--- config.mk ---
export PLATFORM = sky130hd
export DESIGN_NAME = hbm_liveness_mon
export DESIGN_NICKNAME = d
export VERILOG_FILES = /design/src/rtl/hbm_pkg.sv /design/src/rtl/hbm_pid_decode.sv /design/src/rtl/hbm_cfg_regs.sv /design/src/rtl/hbm_window_seq.sv /design/src/rtl/hbm_slot_array.sv /design/src/rtl/hbm_liveness_mon.sv
export SDC_FILE = /design/constraint.sdc
export NUM_CORES = 1
export LEC_CHECK = 0
export BUFFER_PORTS_ARGS = -buffer_cell sky130_fd_sc_hd__buf_2
export CELL_PAD_IN_SITES_DETAIL_PLACEMENT = 1
export CELL_PAD_IN_SITES_GLOBAL_PLACEMENT = 1
export CORE_UTILIZATION = 30
export CTS_CLUSTER_SIZE = 40
export DETAILED_ROUTE_END_ITERATION = 8
export GPL_TIMING_DRIVEN = 0
export PLACE_DENSITY_LB_ADDON = 0.1
export SLEW_MARGIN = 20
export SYNTH_ARGS = -nofsm -noshare
export SYNTH_HDL_FRONTEND = slang
export SYNTH_SLANG_ARGS = --single-unit
--- constraint.sdc ---
create_clock -name clk -period 4.35 [get_ports clk]
set_clock_uncertainty 0.05 [all_clocks]
set_input_delay 0.6525 -clock clk [delete_from_list [all_inputs] [get_ports clk]]
set_output_delay 0.6525 -clock clk [all_outputs]
set_load 0.01 [all_outputs]
--- src/rtl/hbm_pkg.sv ---
package hbm_pkg;
    typedef enum logic [1:0] {
        CFG_THRESH = 2'd0,
        CFG_WINDOW = 2'd1,
        CFG_ENABLE = 2'd2,
        CFG_CLEAR  = 2'd3
    } cfg_addr_e;
endpackage

--- src/rtl/hbm_pid_decode.sv ---
// Maps a retired instruction's PID onto a one-hot slot hit vector.
module hbm_pid_decode #(
    parameter int NUM_PROC = 4,
    parameter int PID_W    = 8,
    parameter int OS_PID   = 255,
    localparam int SLOTS   = NUM_PROC + 1
) (
    input  logic             commit_valid,
    input  logic [PID_W-1:0] commit_pid,
    output logic [SLOTS-1:0] hit
);
    for (genvar g = 0; g < NUM_PROC; g++) begin : g_proc
        assign hit[g] = commit_valid && (commit_pid == PID_W'(g));
    end
    assign hit[NUM_PROC] = commit_valid && (commit_pid == PID_W'(OS_PID));
endmodule

--- src/rtl/hbm_cfg_regs.sv ---
// Configuration registers.
module hbm_cfg_regs
    import hbm_pkg::*;
#(
    parameter int SLOTS   = 5,
    parameter int CNT_W   = 16,
    parameter int WIN_W   = 16,
    parameter int CFG_W   = 16,
    parameter int DEF_THR = 1,
    parameter int DEF_WIN = 1000
) (
    input  logic             clk,
    input  logic             rst,
    input  logic             cfg_we,
    input  logic [1:0]       cfg_addr,
    input  logic [CFG_W-1:0] cfg_wdata,
    output logic [CNT_W-1:0] thr,
    output logic [WIN_W-1:0] win,
    output logic [SLOTS-1:0] en_mask,
    output logic [SLOTS-1:0] clr_mask,
    output logic             restart
);
    localparam logic [WIN_W-1:0] MIN_WIN = WIN_W'(SLOTS + 1);

    typedef struct packed {
        logic [CNT_W-1:0] thr;
        logic [WIN_W-1:0] win;
        logic [SLOTS-1:0] en;
    } cfg_t;

    cfg_t cfg_d, cfg_q;
    logic [WIN_W-1:0] win_raw;

    always_comb begin
        cfg_d    = cfg_q;
        win_raw  = cfg_wdata[WIN_W-1:0];
        restart  = 1'b0;
        clr_mask = '0;
        if (cfg_we) begin
            unique case (cfg_addr_e'(cfg_addr))
                CFG_THRESH: cfg_d.thr = cfg_wdata[CNT_W-1:0];
                CFG_WINDOW: begin
                    cfg_d.win = (win_raw < MIN_WIN) ? MIN_WIN : win_raw;
                    restart   = 1'b1;
                end
                CFG_ENABLE: cfg_d.en = cfg_wdata[SLOTS-1:0];
                CFG_CLEAR:  clr_mask = cfg_wdata[SLOTS-1:0];
                default:    ;
            endcase
        end
    end

    always_ff @(posedge clk) begin
        if (rst) begin
            cfg_q.thr <= CNT_W'(DEF_THR);
            cfg_q.win <= (WIN_W'(DEF_WIN) < MIN_WIN) ? MIN_WIN : WIN_W'(DEF_WIN);
            cfg_q.en  <= '0;
        end else begin
            cfg_q <= cfg_d;
        end
    end

    assign thr     = cfg_q.thr;
    assign win     = cfg_q.win;
    assign en_mask = cfg_q.en;
endmodule

--- src/rtl/hbm_window_seq.sv ---
// Window timer and slot scan sequencer.
module hbm_window_seq #(
    parameter int SLOTS  = 5,
    parameter int WIN_W  = 16,
    localparam int IDX_W = (SLOTS > 1) ? $clog2(SLOTS) : 1
) (
    input  logic             clk,
    input  logic             rst,
    input  logic [WIN_W-1:0] win,
    input  logic             restart,
    output logic             scan_valid,
    output logic [IDX_W-1:0] scan_idx
);
    typedef struct packed {
        logic [WIN_W-1:0] tmr;
        logic             act;
        logic [IDX_W-1:0] idx;
    } seq_t;

    seq_t seq_d, seq_q;

    always_comb begin
        seq_d = seq_q;
        if (seq_q.act) begin
            if (seq_q.idx == IDX_W'(SLOTS - 1)) begin
                seq_d.act = 1'b0;
                seq_d.idx = '0;
            end else begin
                seq_d.idx = seq_q.idx + 1'b1;
            end
        end
        if (seq_q.tmr >= win - WIN_W'(1)) begin
            seq_d.tmr = '0;
            seq_d.act = 1'b1;
            seq_d.idx = '0;
        end else begin
            seq_d.tmr = seq_q.tmr + 1'b1;
        end
        if (restart) begin
            seq_d = '0;
        end
    end

    always_ff @(posedge clk) begin
        if (rst) seq_q <= '0;
        else     seq_q <= seq_d;
    end

    assign scan_valid = seq_q.act;
    assign scan_idx   = seq_q.idx;
endmodule

--- src/rtl/hbm_slot_array.sv ---
// Saturating commit counters and sticky hang bits.
module hbm_slot_array #(
    parameter int SLOTS  = 5,
    parameter int CNT_W  = 16,
    localparam int IDX_W = (SLOTS > 1) ? $clog2(SLOTS) : 1
) (
    input  logic             clk,
    input  logic             rst,
    input  logic [SLOTS-1:0] hit,
    input  logic             scan_valid,
    input  logic [IDX_W-1:0] scan_idx,
    input  logic [CNT_W-1:0] thr,
    input  logic [SLOTS-1:0] en_mask,
    input  logic [SLOTS-1:0] clr_mask,
    input  logic             restart,
    output logic [SLOTS-1:0] hang
);
    localparam logic [CNT_W-1:0] CNT_MAX = {CNT_W{1'b1}};

    typedef struct packed {
        logic [SLOTS-1:0][CNT_W-1:0] cur;
        logic [SLOTS-1:0]            hang;
    } slot_t;

    slot_t st_d, st_q;

    always_comb begin
        logic here;
        st_d      = st_q;
        st_d.hang = st_q.hang & ~clr_mask;
        for (int i = 0; i < SLOTS; i++) begin
            here = scan_valid && (scan_idx == IDX_W'(i)) && !restart;
            if (here) begin
                if (en_mask[i] && (st_q.cur[i] < thr)) st_d.hang[i] = 1'b1;
                st_d.cur[i] = '0;
            end
            if (restart) st_d.cur[i] = '0;
            if (hit[i]) begin
                if (here || restart)            st_d.cur[i] = CNT_W'(1);
                else if (st_q.cur[i] != CNT_MAX) st_d.cur[i] = st_q.cur[i] + 1'b1;
            end
        end
    end

    always_ff @(posedge clk) begin
        if (rst) st_q <= '0;
        else     st_q <= st_d;
    end

    assign hang = st_q.hang;
endmodule

--- src/rtl/hbm_liveness_mon.sv ---
module hbm_liveness_mon #(
    parameter int NUM_PROC = 4,
    parameter int PID_W    = 8,
    parameter int OS_PID   = 255,
    parameter int CNT_W    = 16,
    parameter int WIN_W    = 16,
    parameter int CFG_W    = 16,
    parameter int DEF_THR  = 1,
    parameter int DEF_WIN  = 1000,
    localparam int SLOTS   = NUM_PROC + 1,
    localparam int IDX_W   = (SLOTS > 1) ? $clog2(SLOTS) : 1
) (
    input  logic             clk,
    input  logic             rst,
    input  logic             commit_valid,
    input  logic [PID_W-1:0] commit_pid,
    input  logic             cfg_we,
    input  logic [1:0]       cfg_addr,
    input  logic [CFG_W-1:0] cfg_wdata,
    output logic [SLOTS-1:0] hang_o,
    output logic             os_hang_o
);
    logic [SLOTS-1:0] hit;
    logic [CNT_W-1:0] thr;
    logic [WIN_W-1:0] win;
    logic [SLOTS-1:0] en_mask;
    logic [SLOTS-1:0] clr_mask;
    logic             restart;
    logic             scan_valid;
    logic [IDX_W-1:0] scan_idx;

    hbm_pid_decode #(.NUM_PROC(NUM_PROC), .PID_W(PID_W), .OS_PID(OS_PID)) u_dec (
        .commit_valid(commit_valid), .commit_pid(commit_pid), .hit(hit)
    );

    hbm_cfg_regs #(.SLOTS(SLOTS), .CNT_W(CNT_W), .WIN_W(WIN_W), .CFG_W(CFG_W),
                   .DEF_THR(DEF_THR), .DEF_WIN(DEF_WIN)) u_cfg (
        .clk(clk), .rst(rst), .cfg_we(cfg_we), .cfg_addr(cfg_addr),
        .cfg_wdata(cfg_wdata), .thr(thr), .win(win), .en_mask(en_mask),
        .clr_mask(clr_mask), .restart(restart)
    );

    hbm_window_seq #(.SLOTS(SLOTS), .WIN_W(WIN_W)) u_seq (
        .clk(clk), .rst(rst), .win(win), .restart(restart),
        .scan_valid(scan_valid), .scan_idx(scan_idx)
    );

    hbm_slot_array #(.SLOTS(SLOTS), .CNT_W(CNT_W)) u_slots (
        .clk(clk), .rst(rst), .hit(hit), .scan_valid(scan_valid),
        .scan_idx(scan_idx), .thr(thr), .en_mask(en_mask),
        .clr_mask(clr_mask), .restart(restart), .hang(hang_o)
    );

    // the OS verdict is the top slot's hang bit
    assign os_hang_o = hang_o[NUM_PROC];
endmodule

==> metrics.yaml, run 1 <==
synthesis:
  ys_async_sr_fraction: 0
  syn_inst: 1074
  ys_types: 57
  syn_nets: 1207
  synth_top_family_by_area: "simple AND/OR/NAND/NOR gates"
  synth_compound_area_frac: 0.1346
  synthesis.area_mm2: 0.008748
  synth_fa_ha_area_frac: 0.1473
  yosysWarnings: 0
  ys.flop_type: "dfxtp_1"
  ys_seq_area_frac: 0.3249
  synth_xor_area_frac: 0.06608
  synth.area.mux_share: 0.01731
  synth-edff-count: 0
  synth-seq-cells: 142
  avgSynthCellArea_um2: 8.146
  synth-simple-area-share: 0.2792
critical_path:
  path_max_fanout: 10
  cp_top_family: "simple AND/OR/NAND/NOR gates"
  start_kind: "flip-flop"
  arrival_ns: 4.12
  path_buf_inv: 1
  critPathKind: "flip-flop to flip-flop"
  cpMaxStageDelayCell: "o2111ai_2"
  slowest_delay_ns: 0.53
  path_common_cell: "or3_1"
  crit_required_ns: 4.63
  reg2reg_slack_ns: 0.51
  crit_path_cell_trace: "or3_1 -> nor3b_1 -> nand2_1 -> nor4_1 -> xnor2_1 -> ha_1 -> nand4_1 -> or3_1 -> o2111ai_2 -> clkbuf_2 -> nor2_1"
  crit_path_end_kind: "flip-flop"
placed_design:
  dp_cells: 1493
  port_buffers: 34
  hpwlAfterDp_um: 21210
  place_congestion: 0.7732
routing:
  firstDrtPassIters: 4
  ant_nets: 0
  wire_per_inst_um: 18.83
  num_vias: 7906
  route.detailed.drc: 0
  wirelength_um: 28720
  drt_iter0_drc: 329
  viasPerCell: 5.184
pwr:
  ir_worst_vdd_uv: 282.6
  p_total_mw: 3.038
  power.internal_mw: 2.188
  clkPwrFrac: 0.495
  combPwrFrac: 0.067
  p_switching_mw: 0.8499
  p_sw_frac: 0.2797
  power.density_mw_per_mm2: 303.9
  seqPwrFrac: 0.438
  power.leakage_nw: 3.727
sta:
  fmax_mhz: 260.4
  finalHoldViolCount: 0
  tns_ns: 0
  maxSlewViolCount: 0
  setup_violations: 0
  period_share: 0.8829
  rsz0062_at_grt: "no"
  relSlewSlack: 0.3850
  worstMarginPinSlew_ns: 0.9191
  timing.final.crit_period_ns: 3.840
die:
  coreArea_mm2: 0.02870
  start_util: 0.3048
  pin_count: 36
  die_y_um: 172.8
  rows: 62
  die-width_um: 172.8
  die_area_mm2: 0.02985
clocking:
  ctsRootBufferMaster: "clkbuf_16"
  insertion_delay_ns: 0.45
  cts_htree_levels: 4
  clock_sinks: 142
  post-cts-setup-buffer-count: 0
  clk_pin_slew_worst_paths_ns: 0.07
  cts_buffers: 17
  cts_max_path_buffers: 2
  tritoncts: "built"
  holdBufCountCts: 0
layout:
  antenna_cells: 0
  register_area_mm2: 0.002843
  multi_input_area_mm2: 0.005650
  post-route-util: 0.3483
  n_fill_cell: 3487
  drive_above_1_share: 0.07625
  fin_cells: 1525
  syn2layout_area_growth_pct: 14.29
  nets: 1261
global_route:
  grt_max_degree: 17
  grt_use_met3: 0.03606
  grt_pass1_vias: 8119
  antenna_found_initial: 1
  grt_overflow: 0
  grt_pass1_wl_um: 45890
  grt.total_usage: 0.2000
  gr-max-usage-layer: "met2"
  use_met1: 0.2585
  grt.met2_usage: 0.3384
min_path:
  hold_class: "flip-flop to flip-flop"
status:
  status: "complete, no violations"
run:
  maxCapViolations: 0
Yosys cell counts, drive strengths merged (6+ instances only):
master,instances,area (um2)
nor4,23,158.9
mux2i,14,140.1
ha,103,1289
and4,17,148.9
nor2b,7,43.79
or3,23,143.9
xnor2,46,402.9
nand4,33,212.7
nand2b,11,68.82
nor4b,6,52.55
nor3b,7,52.55
nor3,27,140.1
nand2,152,570.6
a21oi,91,455.4
buf,9,53.80
nand3,42,210.2
o211ai,7,52.55
clkbuf,25,93.84
a211oi,10,75.07
and3,12,75.07
nor2,102,382.9
xor2,20,175.2
or4,8,63.81
o21ai,42,210.2
dfxtp,142,2843
and2,7,43.79
inv,32,120.1
worst register-to-register path: cells and delay by family (launching register included):
kind | cells | cell delay (ns)
AND/OR/NAND/NOR | 7 | 1.95
AO/OA/AOI/OAI | 1 | 0.53
adder cells (fa/ha/maj) | 1 | 0.32
XOR/XNOR | 1 | 0.12
flip-flops | 1 | 0.35
buffers and inverters | 1 | 0.39
placed cells by master (no fill, tap or decap), drive strengths merged, types with 6 or more instances in the layout:
master  netlist  routed
nor2b         7       7
ha          103     103
or3          23      23
o211ai        7       7
xnor2        46      46
inv          32      40
nor3b         7       7
and2          7       7
nand3        42      42
and3         12      12
nand2b       11      11
dfxtp       142     142
nand4        33      33
a211oi       10      10
nor2        102     102
nor3         27      27
and4         17      17
mux2i        14      14
xor2         20      20
or4           8       8
o21ai        42      42
a21oi        91      91
nor4b         6       6
clkbuf       25      42
nand2       152     152
buf           9      44
nor4         23      23
what timing repair did:
| item | 4_1_cts | 5_1_grt |
|---|---|---|
| endpoints found under the setup margin | 10 | 10 |
| gates resized for setup | 1 | 2 |
| cloned | 0 | 0 |
cells by family after synthesis:
| group | count (synthesis) |
|---|---|
| and+or+nand+nor | 486 |
| AOI/OAI and AO/OA | 196 |
| DFF | 142 |
| adders and majority gates | 103 |
| xor gates and xnor gates | 66 |
| buffers and inverters | 66 |
| muxes | 15 |
final timing paths:
check	end	startpoint	cells after the start
worst max-delay path	u_seq.seq_q[14]	u_cfg.win[2]	11
worst min-delay path	u_cfg.thr[8]	u_cfg.thr[8]	2
worst max register to register	u_seq.seq_q[14]	u_cfg.win[2]	11
worst min register to register	u_cfg.thr[8]	u_cfg.thr[8]	2
state kept, by name (all words and copies together) (netlist names):
register          flops
u_cfg.win            16
u_slots.hang          5
u_seq.scan_idx        3
u_cfg.en_mask         5
u_cfg.thr            16
u_slots.st_q         80
u_seq.seq_q          16
u_seq.scan_valid      1
area by class of cell:
class / instances / area share
Tap cell: 384 / 0.04805
Clock inverter: 15 / 0.01527
Multi-Input combinational cell: 866 / 0.5651
Timing Repair Buffer: 35 / 0.01777
Inverter: 32 / 0.01201
Buffer: 34 / 0.01489
Clock buffer: 17 / 0.04255
Sequential cell: 142 / 0.2843
per-stage QoR:
stage / hold slack, ns / cell area [um2] / setup WS (ns)
detailed placement: 0.4006 / 9413 / -0.1211
global route: 0.4099 / 9998 / 0.03556
global placement: 0.3918 / 9399 / -0.08398
CTS: 0.4013 / 9997 / 0.1609
finish: 0.4101 / 9998 / 0.5096
floorplan: 0.3863 / 8748 / 0.9533
power groups by stage:
stage	clock [mW]	combinational (mW)	sequential (mW)
2_1_floorplan	0	0.118	1.36
3_3_place_gp	0	0.205	1.36
3_5_place_dp	0	0.208	1.36
4_1_cts	1.55	0.209	1.33
5_1_grt	1.61	0.231	1.33
6_report	1.50	0.204	1.33
per-layer routing:
layer,vias to the layer above,share of wire
li1,3992,-
met1,3802,0.49
met2,82,0.47
met3,28,0.027
met4,2,0.017
met5,-,0.00045
(Power assumes the default switching activity.)
==> run 2, diff against run 1 <==
ABC_AREA = 1   (was unset)
==> run 2 against run 1 <==
Clock power increased by 7%. Highest routed layer is now met4. Largest cell class unchanged. Area after synthesis increased by 11%. First-iteration DRC count grew 24%. Wire length increased by 7.9%.
==> metrics.yaml, run 2 <==
critical_path:
  start_kind: "flip-flop"
  critPathKind: "flip-flop to flip-flop"
  arrival_ns: 3.45
  path_max_fanout: 10
  crit_path_end_kind: "flip-flop"
  path_common_cell: "nor2_1"
  crit_path_cell_trace: "inv_1 -> ha_1 -> nand4_1 -> nor2_1 -> nand3_1 -> nor2_1 -> xor2_1 -> inv_1 -> ha_1 -> nand2_1 -> nor3_1 -> nand2_1 -> nand4_4 -> buf_2 -> nor2_1"
  crit_required_ns: 4.63
  path_buf_inv: 3
  cpMaxStageDelayCell: "nor3_1"
  cp_top_family: "simple AND/OR/NAND/NOR gates"
  slowest_delay_ns: 0.32
synthesis:
  syn_inst: 1478
  ys_types: 39
  synth-edff-count: 0
  yosysWarnings: 0
  synthesis.area_mm2: 0.009714
  syn_nets: 1611
  synth.most_common_cell: "nand2_1"
  ys_async_sr_fraction: 0
  yosys.area.top_type: "dfxtp_1"
  synth-seq-cells: 142
  ys_seq_area_frac: 0.2926
  yosysTopAreaCellShare: 0.2926
  ys_top_cells_by_area: "dfxtp_1 (29%), ha_1 (13%), nand2_1 (13%), inv_1 (8.6%), nor2_1 (8.0%)"
  avgSynthCellArea_um2: 6.573
  synth_common_cells: "nand2_1 (343), inv_1 (222), nor2_1 (208)"
  ys.flop_type: "dfxtp_1"
global_route:
  grt_pass1_wl_um: 50380
  grt.total_usage: 0.1974
  grt_pass1_vias: 9362
  antenna_found_initial: 0
  grt_max_degree: 17
  grt_overflow: 0
clocking:
  ctsResizeCount: 0
  cts_max_path_buffers: 2
  ctsRootBufferMaster: "clkbuf_16"
  cts_htree_levels: 4
  insertion_delay_ns: 0.44
  holdBufCountCts: 0
  cts_buffers: 17
  post-cts-setup-buffer-count: 0
  tritoncts: "built"
  clk_pin_slew_worst_paths_ns: 0.07
  clock_sinks: 142
die:
  die_y_um: 181.9
  rows: 65
  start_util: 0.3063
  die_area_mm2: 0.03310
  die-width_um: 181.9
  coreArea_mm2: 0.03172
  pin_count: 36
layout:
  final_cell_mix: "nand2_1 (343), inv_1 (222), nor2_1 (208)"
  nets: 1665
  drive_above_1_share: 0.08544
  final_common_cell: "nand2_1"
  post-route-cell-area_mm2: 0.01101
  largest_reg_flops: 80
  antenna_cells: 0
  fin_cells: 1947
  syn2layout_area_growth_pct: 13.37
  largest-register: "u_slots.st_q"
  n_fill_cell: 4087
  multi_input_area_mm2: 0.005872
  register_area_mm2: 0.002843
routing:
  wire_per_inst_um: 15.92
  ant_nets: 0
  drt_iter0_drc: 407
  firstDrtPassIters: 5
  num_vias: 9300
  wirelength_um: 30990
  route.detailed.drc: 0
  viasPerCell: 4.777
sta:
  relSlewSlack: 0.4819
  setup_violations: 0
  tns_ns: 0
  maxSlewViolCount: 0
  timing.final.crit_period_ns: 3.175
  rsz0062_at_grt: "no"
  finalHoldViolCount: 0
  fmax_mhz: 315.0
  period_share: 0.7299
  worstMarginPinSlew_ns: 0.7771
status:
  status: "complete, no violations"
placed_design:
  dp_cells: 1915
  place_congestion: 0.7837
  placed_area_mm2: 0.01039
  hpwlAfterDp_um: 24320
  port_buffers: 35
pwr:
  power.density_mw_per_mm2: 290.8
  power.leakage_nw: 4.950
  ir_worst_vdd_uv: 290.4
run:
  maxCapViolations: 0
min_path:
  hold_class: "primary input to flip-flop"
[run 2: changes by cell type in the layout (fill, tap and decap cells not counted), sizes merged, moves of 11 or more]
cell / delta
nand2: +200
inv: +198
nor2: +126
o21ai: +43
xnor2: -37
nand3: +35
or3: -23
nor4: -19
and4: -17
clkbuf: -15
mux2i: -14
and3: -12
nand2b: -11
nand4: +11
[run 2: kinds of logic (layout without fill, tap and decap cells)]
| family | after synthesis | after routing | synth area share |
|---|---|---|---|
| fa+ha+maj | 103 | 103 | 0.1327 |
| compound gates | 199 | 199 | 0.1073 |
| buf+inv | 254 | 321 | 0.1029 |
| xor+xnor | 31 | 31 | 0.02795 |
| flops | 142 | 142 | 0.2926 |
| simple gates | 749 | 749 | 0.3366 |
[run 2: metal layers]
metal	vias up	share of wire	GRT usage
li1	4881	-	-
met3	11	0.035	0.02948
met4	0	0.0061	0.04202
met2	87	0.45	0.3242
met1	4321	0.51	0.2723
met5	-	0	0
[run 2: power by group]
group          internal (mW)  switching (mW)  leakage (nW)
sequential              1.32          0.0130          1.15
clock                  0.935           0.677         0.298
combinational         0.0786           0.182          3.50
[run 2: final cells by class]
cell class / instances / share of cell area
plain buffers: 23 / 0.01204
flip-flops and latches: 142 / 0.2581
clock buffers: 19 / 0.04022
clock inverters: 13 / 0.01613
well taps: 402 / 0.04567
multi-input cells: 1082 / 0.5332
inverters: 231 / 0.07873
repair buffers: 35 / 0.01591
[run 2: worst reg2reg max path, delay by kind of cell, from the launching register on]
family	cells	cell delay (ns)
DFF	1	0.31
xor gates and xnor gates	1	0.15
buffers and inverters	3	0.53
adders and majority gates	2	0.51
and+or+nand+nor	9	1.53
[run 2: path summary, 6_finish.rpt]
| kind | startpoint | end | slack (ns) | cells after the start |
|---|---|---|---|---|
| hold reg to reg | u_cfg.win[0] | u_cfg.win[0] | 0.41 | 2 |
| setup / recovery | u_cfg.win[0] | u_seq.seq_q[17] | 1.18 | 15 |
| hold / removal | cfg_wdata[10] | u_cfg.win[10] | 0.41 | 3 |
| setup reg to reg | u_cfg.win[0] | u_seq.seq_q[17] | 1.18 | 15 |
[run 2: per-stage QoR]
step	utilization	hold slack [ns]	worst slack (ns)	power (mW)
after global routing	0.3472	0.4064	0.7534	3.347
after floorplan	-	0.3800	1.837	1.516
after CTS	0.3472	0.3813	1.100	3.257
after detailed placement	0.3277	0.4058	1.131	1.625
final	0.3472	0.4061	1.175	3.203
after global placement	0.3277	0.3969	1.228	1.618
